**src/rtl/seq_pkg.sv**
```systemverilog
package seq_pkg;
  localparam int unsigned CMD_W = 3;
  typedef enum logic [CMD_W-1:0] {
    CMD_NEXT  = 3'd0,
    CMD_JUMP  = 3'd1,
    CMD_CALL  = 3'd2,
    CMD_RET   = 3'd3,
    CMD_RETSK = 3'd4,
    CMD_TABLE = 3'd5
  } seq_cmd_e;
endpackage

```
**src/rtl/seq_irq_qual.sv**
```systemverilog
module seq_irq_qual #(
  parameter int unsigned QUAL = 2
) (
  input  logic clk_i,
  input  logic rst_ni,
  input  logic irq_ni,
  input  logic ack_i,
  output logic pend_o
);
  logic [QUAL:0] smp_q;
  logic          pending_q;
  logic          hit;

  // oldest sample high, the QUAL newer ones low
  assign hit    = smp_q[QUAL] & ~(|smp_q[QUAL-1:0]);
  assign pend_o = pending_q | hit;

  always_ff @(posedge clk_i or negedge rst_ni) begin
    if (!rst_ni) begin
      smp_q     <= '0;
      pending_q <= 1'b0;
    end else begin
      smp_q <= {smp_q[QUAL-1:0], irq_ni};
      if (ack_i)    pending_q <= 1'b0;
      else if (hit) pending_q <= 1'b1;
    end
  end
endmodule

```
**src/rtl/seq_ret_stack.sv**
```systemverilog
module seq_ret_stack #(
  parameter int unsigned W   = 10,
  parameter int unsigned LVL = 3
) (
  input  logic         clk_i,
  input  logic         rst_ni,
  input  logic         push_i,
  input  logic         pop_i,
  input  logic [W-1:0] push_addr_i,
  input  logic         push_skp_i,
  output logic [W-1:0] top_addr_o,
  output logic         top_skp_o
);
  logic [W-1:0] addr_q [LVL];
  logic         skp_q  [LVL];

  for (genvar i = 0; i < LVL; i++) begin : g_lvl
    logic [W-1:0] up_addr;
    logic         up_skp;
    logic [W-1:0] dn_addr;
    logic         dn_skp;
    if (i == 0) begin : g_top
      assign up_addr = push_addr_i;
      assign up_skp  = push_skp_i;
    end else begin : g_mid
      assign up_addr = addr_q[i-1];
      assign up_skp  = skp_q[i-1];
    end
    if (i == LVL - 1) begin : g_bot
      assign dn_addr = addr_q[i];   // bottom keeps its value on pop
      assign dn_skp  = skp_q[i];
    end else begin : g_inr
      assign dn_addr = addr_q[i+1];
      assign dn_skp  = skp_q[i+1];
    end
    always_ff @(posedge clk_i or negedge rst_ni) begin
      if (!rst_ni) begin
        addr_q[i] <= '0;
        skp_q[i]  <= 1'b0;
      end else if (push_i) begin
        addr_q[i] <= up_addr;
        skp_q[i]  <= up_skp;
      end else if (pop_i) begin
        addr_q[i] <= dn_addr;
        skp_q[i]  <= dn_skp;
      end
    end
  end

  assign top_addr_o = addr_q[0];
  assign top_skp_o  = skp_q[0];
endmodule

```
**src/rtl/seq_unit.sv**
```systemverilog
module seq_unit #(
  parameter int unsigned PC_W    = 10,
  parameter int unsigned LVL     = 3,
  parameter int unsigned TBL_W   = 8,
  parameter int unsigned QUAL    = 2,
  parameter int unsigned IRQ_VEC = 'h0FF
) (
  input  logic                     clk_i,
  input  logic                     rst_ni,
  input  logic [seq_pkg::CMD_W-1:0] cmd_i,
  input  logic [PC_W-1:0]          target_i,
  input  logic [TBL_W-1:0]         tbl_lo_i,
  input  logic                     cond_skip_i,
  input  logic                     ld_addr_i,
  input  logic                     ien_we_i,
  input  logic                     ien_val_i,
  input  logic                     irq_ni,
  output logic [PC_W-1:0]          pc_o,
  output logic                     skip_o
);
  import seq_pkg::*;

  localparam int unsigned HI_W = PC_W - TBL_W;
  localparam logic [PC_W-1:0] VEC = PC_W'(IRQ_VEC);

  logic [PC_W-1:0] pc_q, pc_n, pc_inc;
  logic            skip_q, skip_n;
  logic            tbl_busy_q, tbl_busy_n;
  logic            ien_q;
  logic            push, pop, push_skp;
  logic [PC_W-1:0] push_addr;
  logic [PC_W-1:0] top_addr;
  logic            top_skp;
  logic            adv, ien_wr, pend, irq_ack;
  seq_cmd_e        cmd;

  assign cmd    = seq_cmd_e'(cmd_i);
  assign pc_inc = pc_q + PC_W'(1);

  always_comb begin
    pc_n       = pc_q;
    skip_n     = skip_q;
    tbl_busy_n = 1'b0;
    push       = 1'b0;
    pop        = 1'b0;
    push_addr  = pc_inc;
    push_skp   = 1'b0;
    adv        = 1'b0;
    ien_wr     = 1'b0;
    if (tbl_busy_q) begin
      pop    = 1'b1;
      pc_n   = top_addr;
      skip_n = top_skp;
    end else if (skip_q) begin
      pc_n   = pc_inc;
      skip_n = 1'b0;
      adv    = 1'b1;
    end else begin
      skip_n = 1'b0;
      case (cmd)
        CMD_JUMP: pc_n = target_i;
        CMD_CALL: begin
          push = 1'b1;
          pc_n = target_i;
        end
        CMD_RET: begin
          pop    = 1'b1;
          pc_n   = top_addr;
          skip_n = top_skp;
        end
        CMD_RETSK: begin
          pop    = 1'b1;
          pc_n   = top_addr;
          skip_n = 1'b1;
        end
        CMD_TABLE: begin
          push       = 1'b1;
          pc_n       = {pc_q[PC_W-1 -: HI_W], tbl_lo_i};
          tbl_busy_n = 1'b1;
        end
        default: begin
          pc_n   = pc_inc;
          skip_n = cond_skip_i;
          adv    = ~ld_addr_i;
          ien_wr = ien_we_i;
        end
      endcase
    end
    irq_ack = adv & pend & ien_q;
    if (irq_ack) begin
      push      = 1'b1;
      push_addr = pc_n;
      push_skp  = skip_n;
      pc_n      = VEC;
      skip_n    = 1'b0;
    end
  end

  always_ff @(posedge clk_i or negedge rst_ni) begin
    if (!rst_ni) begin
      pc_q       <= '0;
      skip_q     <= 1'b0;
      tbl_busy_q <= 1'b0;
      ien_q      <= 1'b0;
    end else begin
      pc_q       <= pc_n;
      skip_q     <= skip_n;
      tbl_busy_q <= tbl_busy_n;
      if (irq_ack)     ien_q <= 1'b0;
      else if (ien_wr) ien_q <= ien_val_i;
    end
  end

  seq_ret_stack #(.W(PC_W), .LVL(LVL)) u_stack (
    .clk_i       (clk_i),
    .rst_ni      (rst_ni),
    .push_i      (push),
    .pop_i       (pop),
    .push_addr_i (push_addr),
    .push_skp_i  (push_skp),
    .top_addr_o  (top_addr),
    .top_skp_o   (top_skp)
  );

  seq_irq_qual #(.QUAL(QUAL)) u_irq (
    .clk_i  (clk_i),
    .rst_ni (rst_ni),
    .irq_ni (irq_ni),
    .ack_i  (irq_ack),
    .pend_o (pend)
  );

  assign pc_o   = pc_q;
  assign skip_o = skip_q;
endmodule

```
**config.mk**
```make
export PLATFORM = sky130hd
export DESIGN_NAME = seq_unit
export DESIGN_NICKNAME = d
export VERILOG_FILES = /design/src/rtl/seq_pkg.sv /design/src/rtl/seq_irq_qual.sv /design/src/rtl/seq_ret_stack.sv /design/src/rtl/seq_unit.sv
export SDC_FILE = /design/constraint.sdc
export NUM_CORES = 1
export LEC_CHECK = 0
export CELL_PAD_IN_SITES_DETAIL_PLACEMENT = 2
export CELL_PAD_IN_SITES_GLOBAL_PLACEMENT = 2
export CORE_ASPECT_RATIO = 0.8
export CORE_MARGIN = 1.5
export CORE_UTILIZATION = 33
export CTS_CLUSTER_SIZE = 10
export DETAILED_ROUTE_END_ITERATION = 12
export GPL_ROUTABILITY_DRIVEN = 0
export MAX_ROUTING_LAYER = met4
export PLACE_DENSITY_LB_ADDON = 0.1
export SKIP_LAST_GASP = 1
export SYNTH_ARGS = -nofsm -noshare
export SYNTH_HDL_FRONTEND = slang
export SYNTH_SLANG_ARGS = --single-unit
```
**constraint.sdc**
```tcl
create_clock -name clk_i -period 2.56 [get_ports clk_i]
set_clock_uncertainty 0.2 [all_clocks]
set_input_delay 0.256 -clock clk_i [delete_from_list [all_inputs] [get_ports clk_i]]
set_output_delay 0.256 -clock clk_i [all_outputs]
set_load 0.02 [all_outputs]
```
==> impl_metrics.tcl, run 1 <==
set metrics [dict create \
    status "completed" \
    crit_path_end_kind "flip-flop" \
    io_buffers 38 \
    hold_violations 0 \
    grt_max_degree 27 \
    fin_crit_sh_pct 93.2 \
    synth_top_cell_area_share_pct 46.1 \
    tightest_slew_ns 0.690 \
    static-leakage-power_nw 1.53 \
    antenna_found_initial 0 \
    routed_wirelength_um 9020 \
    cts_tree "done" \
    synth_area_leader_cell "dfrtp_1" \
    drv_cap 0 \
    post-cts-setup-buffers 0 \
    peakVddDrop_uv 382 \
    whs_ns 0.183 \
    grt_pass1_wl_um 15100 \
    seq_area_um2 1250 \
    design_power_total_w 0.00358 \
    dp_hpwl_um 6950 \
    cts_sinks 50 \
    slew_headroom_pct 53.8 \
    dieWidth_um 104 \
    gr-usage-all-layers_pct 22.9 \
    crit_type "input port to flip-flop" \
    nets 380 \
    setup_viol 0 \
    synth_nets 322 \
    cts.clk_slew.worst_paths_ns 0.10 \
    hold_class "input port to flip-flop" \
    routed_via_density 5.43 \
    synthToLayoutAreaGrowth_pct 29.4 \
    fp.dieArea_um2 8780 \
    ys_seq_area_share_pct 46.1 \
    synth.area.top_cells "dfrtp_1 (46%), nand2_1 (8.0%), mux2i_1 (5.5%), o21ai_0 (2.4%), xnor2_1 (2.3%)" \
    antenna_left 0 \
    initial_core_util_pct 34.1 \
    core_area_um2 7950 \
    clock_latency_ns 0.32 \
    n_fill_cell 863 \
    grt_pass1_vias 2787 \
    power_density_nw_per_um2 1020 \
    boundaryPins 39 \
    vias 2500 \
    worst_ep_required_time_ns 2.56 \
    crit_fanout 14 \
    insertedDiodeCount 0 \
    die_height_um 84.1 \
    async_reset_ff_share_pct 100 \
    synth_ff_type "dfrtp_1" \
    first_pass_iters 4 \
    fin_crit_ns 2.38 \
    rsz0062_at_grt "no" \
    synth_most_common_cell "nand2_1" \
    syn_area_um2 2710 \
    drcViolationCount 0 \
    avgSynthCellArea_um2 9.26 \
    wl_per_cell_um 19.6 \
    netlist_instances 293 \
    cts_root_buf "clkbuf_8" \
    final_max_slew_viol_count 0 \
    synth_cell_type_count 53 \
    drt_first_iter_violations 63 \
    ys_warn_count 0 \
    crit_arrival_ns 2.38 \
    clk_path_buf_depth 2 \
    numCtsBuffers 5 \
    clock.fmax_mhz 419 \
    synth_edf_count 0 \
    ys_ff_latch 50 \
    finalSetupTns_ns 0 \
    overflow 0 \
    reg2reg_depth 4 \
    min_path_cells 1 \
    crit_path_start_kind "input port" \
    htreeDepth 2 \
    multi_input_area_um2 1340 \
    synthTopCellsByCount "nand2_1 (58), dfrtp_1 (50), nor2_1 (16)" \
    rows 29 \
    drive_gt1_share_pct 13.6 \
]
## per-layer routing
layer,up-vias,part of all wire (%),GRT usage (%)
met5,-,0,-
met3,7,3.3,3.90
li1,1170,-,-
met1,1286,47,29.0
met4,0,0.76,4.67
met2,37,49,38.7
## kinds of logic after synthesis
family                   Yosys count  synth area share (%)
flip-flops                        50                  46.1
AND/OR/NAND/NOR                  112                  18.7
buffers and inverters             26                  4.84
adder cells (fa/ha/maj)            1                 0.461
XOR/XNOR                           8                  2.58
AO/OA/AOI/OAI                     78                  20.5
multiplexers                      18                  6.78
## metrics by stage
step / utilization (%) / setup WS, ns / area (µm²) / instances
CTS: 44.0 / 0.143 / 3500 / 460
finish: 44.2 / 0.175 / 3510 / 460
floorplan: - / 0.458 / 2710 / 293
global route: 44.2 / 0.0707 / 3510 / 460
global placement: 42.5 / -0.113 / 3380 / 451
detailed placement: 42.5 / -0.194 / 3380 / 451
## power by group
group	total [W]	switching, W	internal (W)
logic	0.00155	0.000825	0.000723
clock network	0.000582	0.000291	0.000291
registers	0.00145	0.000327	0.00112
## flip-flops by register name, indices dropped and copies added, names as in the netlist
name                   cells
skip_o                     1
ien_q                      1
pc_o                      10
u_stack.g_lvl.dn_addr     20
u_irq.smp_q                3
u_irq.pending_q            1
u_stack.top_addr_o        10
u_stack.top_skp_o          1
u_stack.g_lvl.dn_skp       2
tbl_busy_q                 1
## path summary, 6_finish.rpt
check / from / endpoint / slack [ns]
worst max-delay path: cmd_i[0] / u_stack.top_addr_o[2] / 0.18
worst min-delay path: irq_ni / u_irq.smp_q[0] / 0.18
worst max register to register: skip_o / u_stack.top_addr_o[2] / 0.34
worst min register to register: u_irq.smp_q[0] / u_irq.smp_q[1] / 0.19
max in group asynchronous: rst_ni / u_stack.g_lvl[0].dn_addr[9] / 1.29
min in group asynchronous: rst_ni / u_stack.top_addr_o[0] / 0.29
## area by class of cell
type	count	area share (%)
Clock buffer	5	1.96
Clock inverter	3	1.28
Inverter	7	0.749
Multi-Input combinational cell	217	38.2
Sequential cell	50	35.7
Tap cell	108	3.85
Timing Repair Buffer	70	18.3
## timing repair
action,4_1_cts,5_1_grt
endpoints found under the hold margin,24,0
hold buffers,1,0
endpoints found under the setup margin,0,6
resized for setup,0,2
## worst max-delay path: stages
cell and delay (ns):
clkdlybuf4s50_1 0.55, buf_4 0.23, xnor2_1 0.08, nor2_1 0.53, a221o_1 0.27, a22oi_1 0.08
a222oi_1 0.38
## layout by cell type, fill, tap and decap left out, types with 6 or more instances in the layout
cell             count
a221oi_1             6
dfrtp_1             50
inv_1                7
mux2i_1             15
xnor2_1              7
buf_4               29
o21ai_0             13
nand2_1             58
nor2_1              16
nand3_1              9
a21oi_1             12
clkdlybuf4s50_1     37
Power figures use the tool's default switching activity.
==> run 2: changes to the inputs <==
Settings changed: SLEW_MARGIN set to 5.
==> results of run 2 <==
No change in the layout: final DEF, timing and power equal those of run 1.
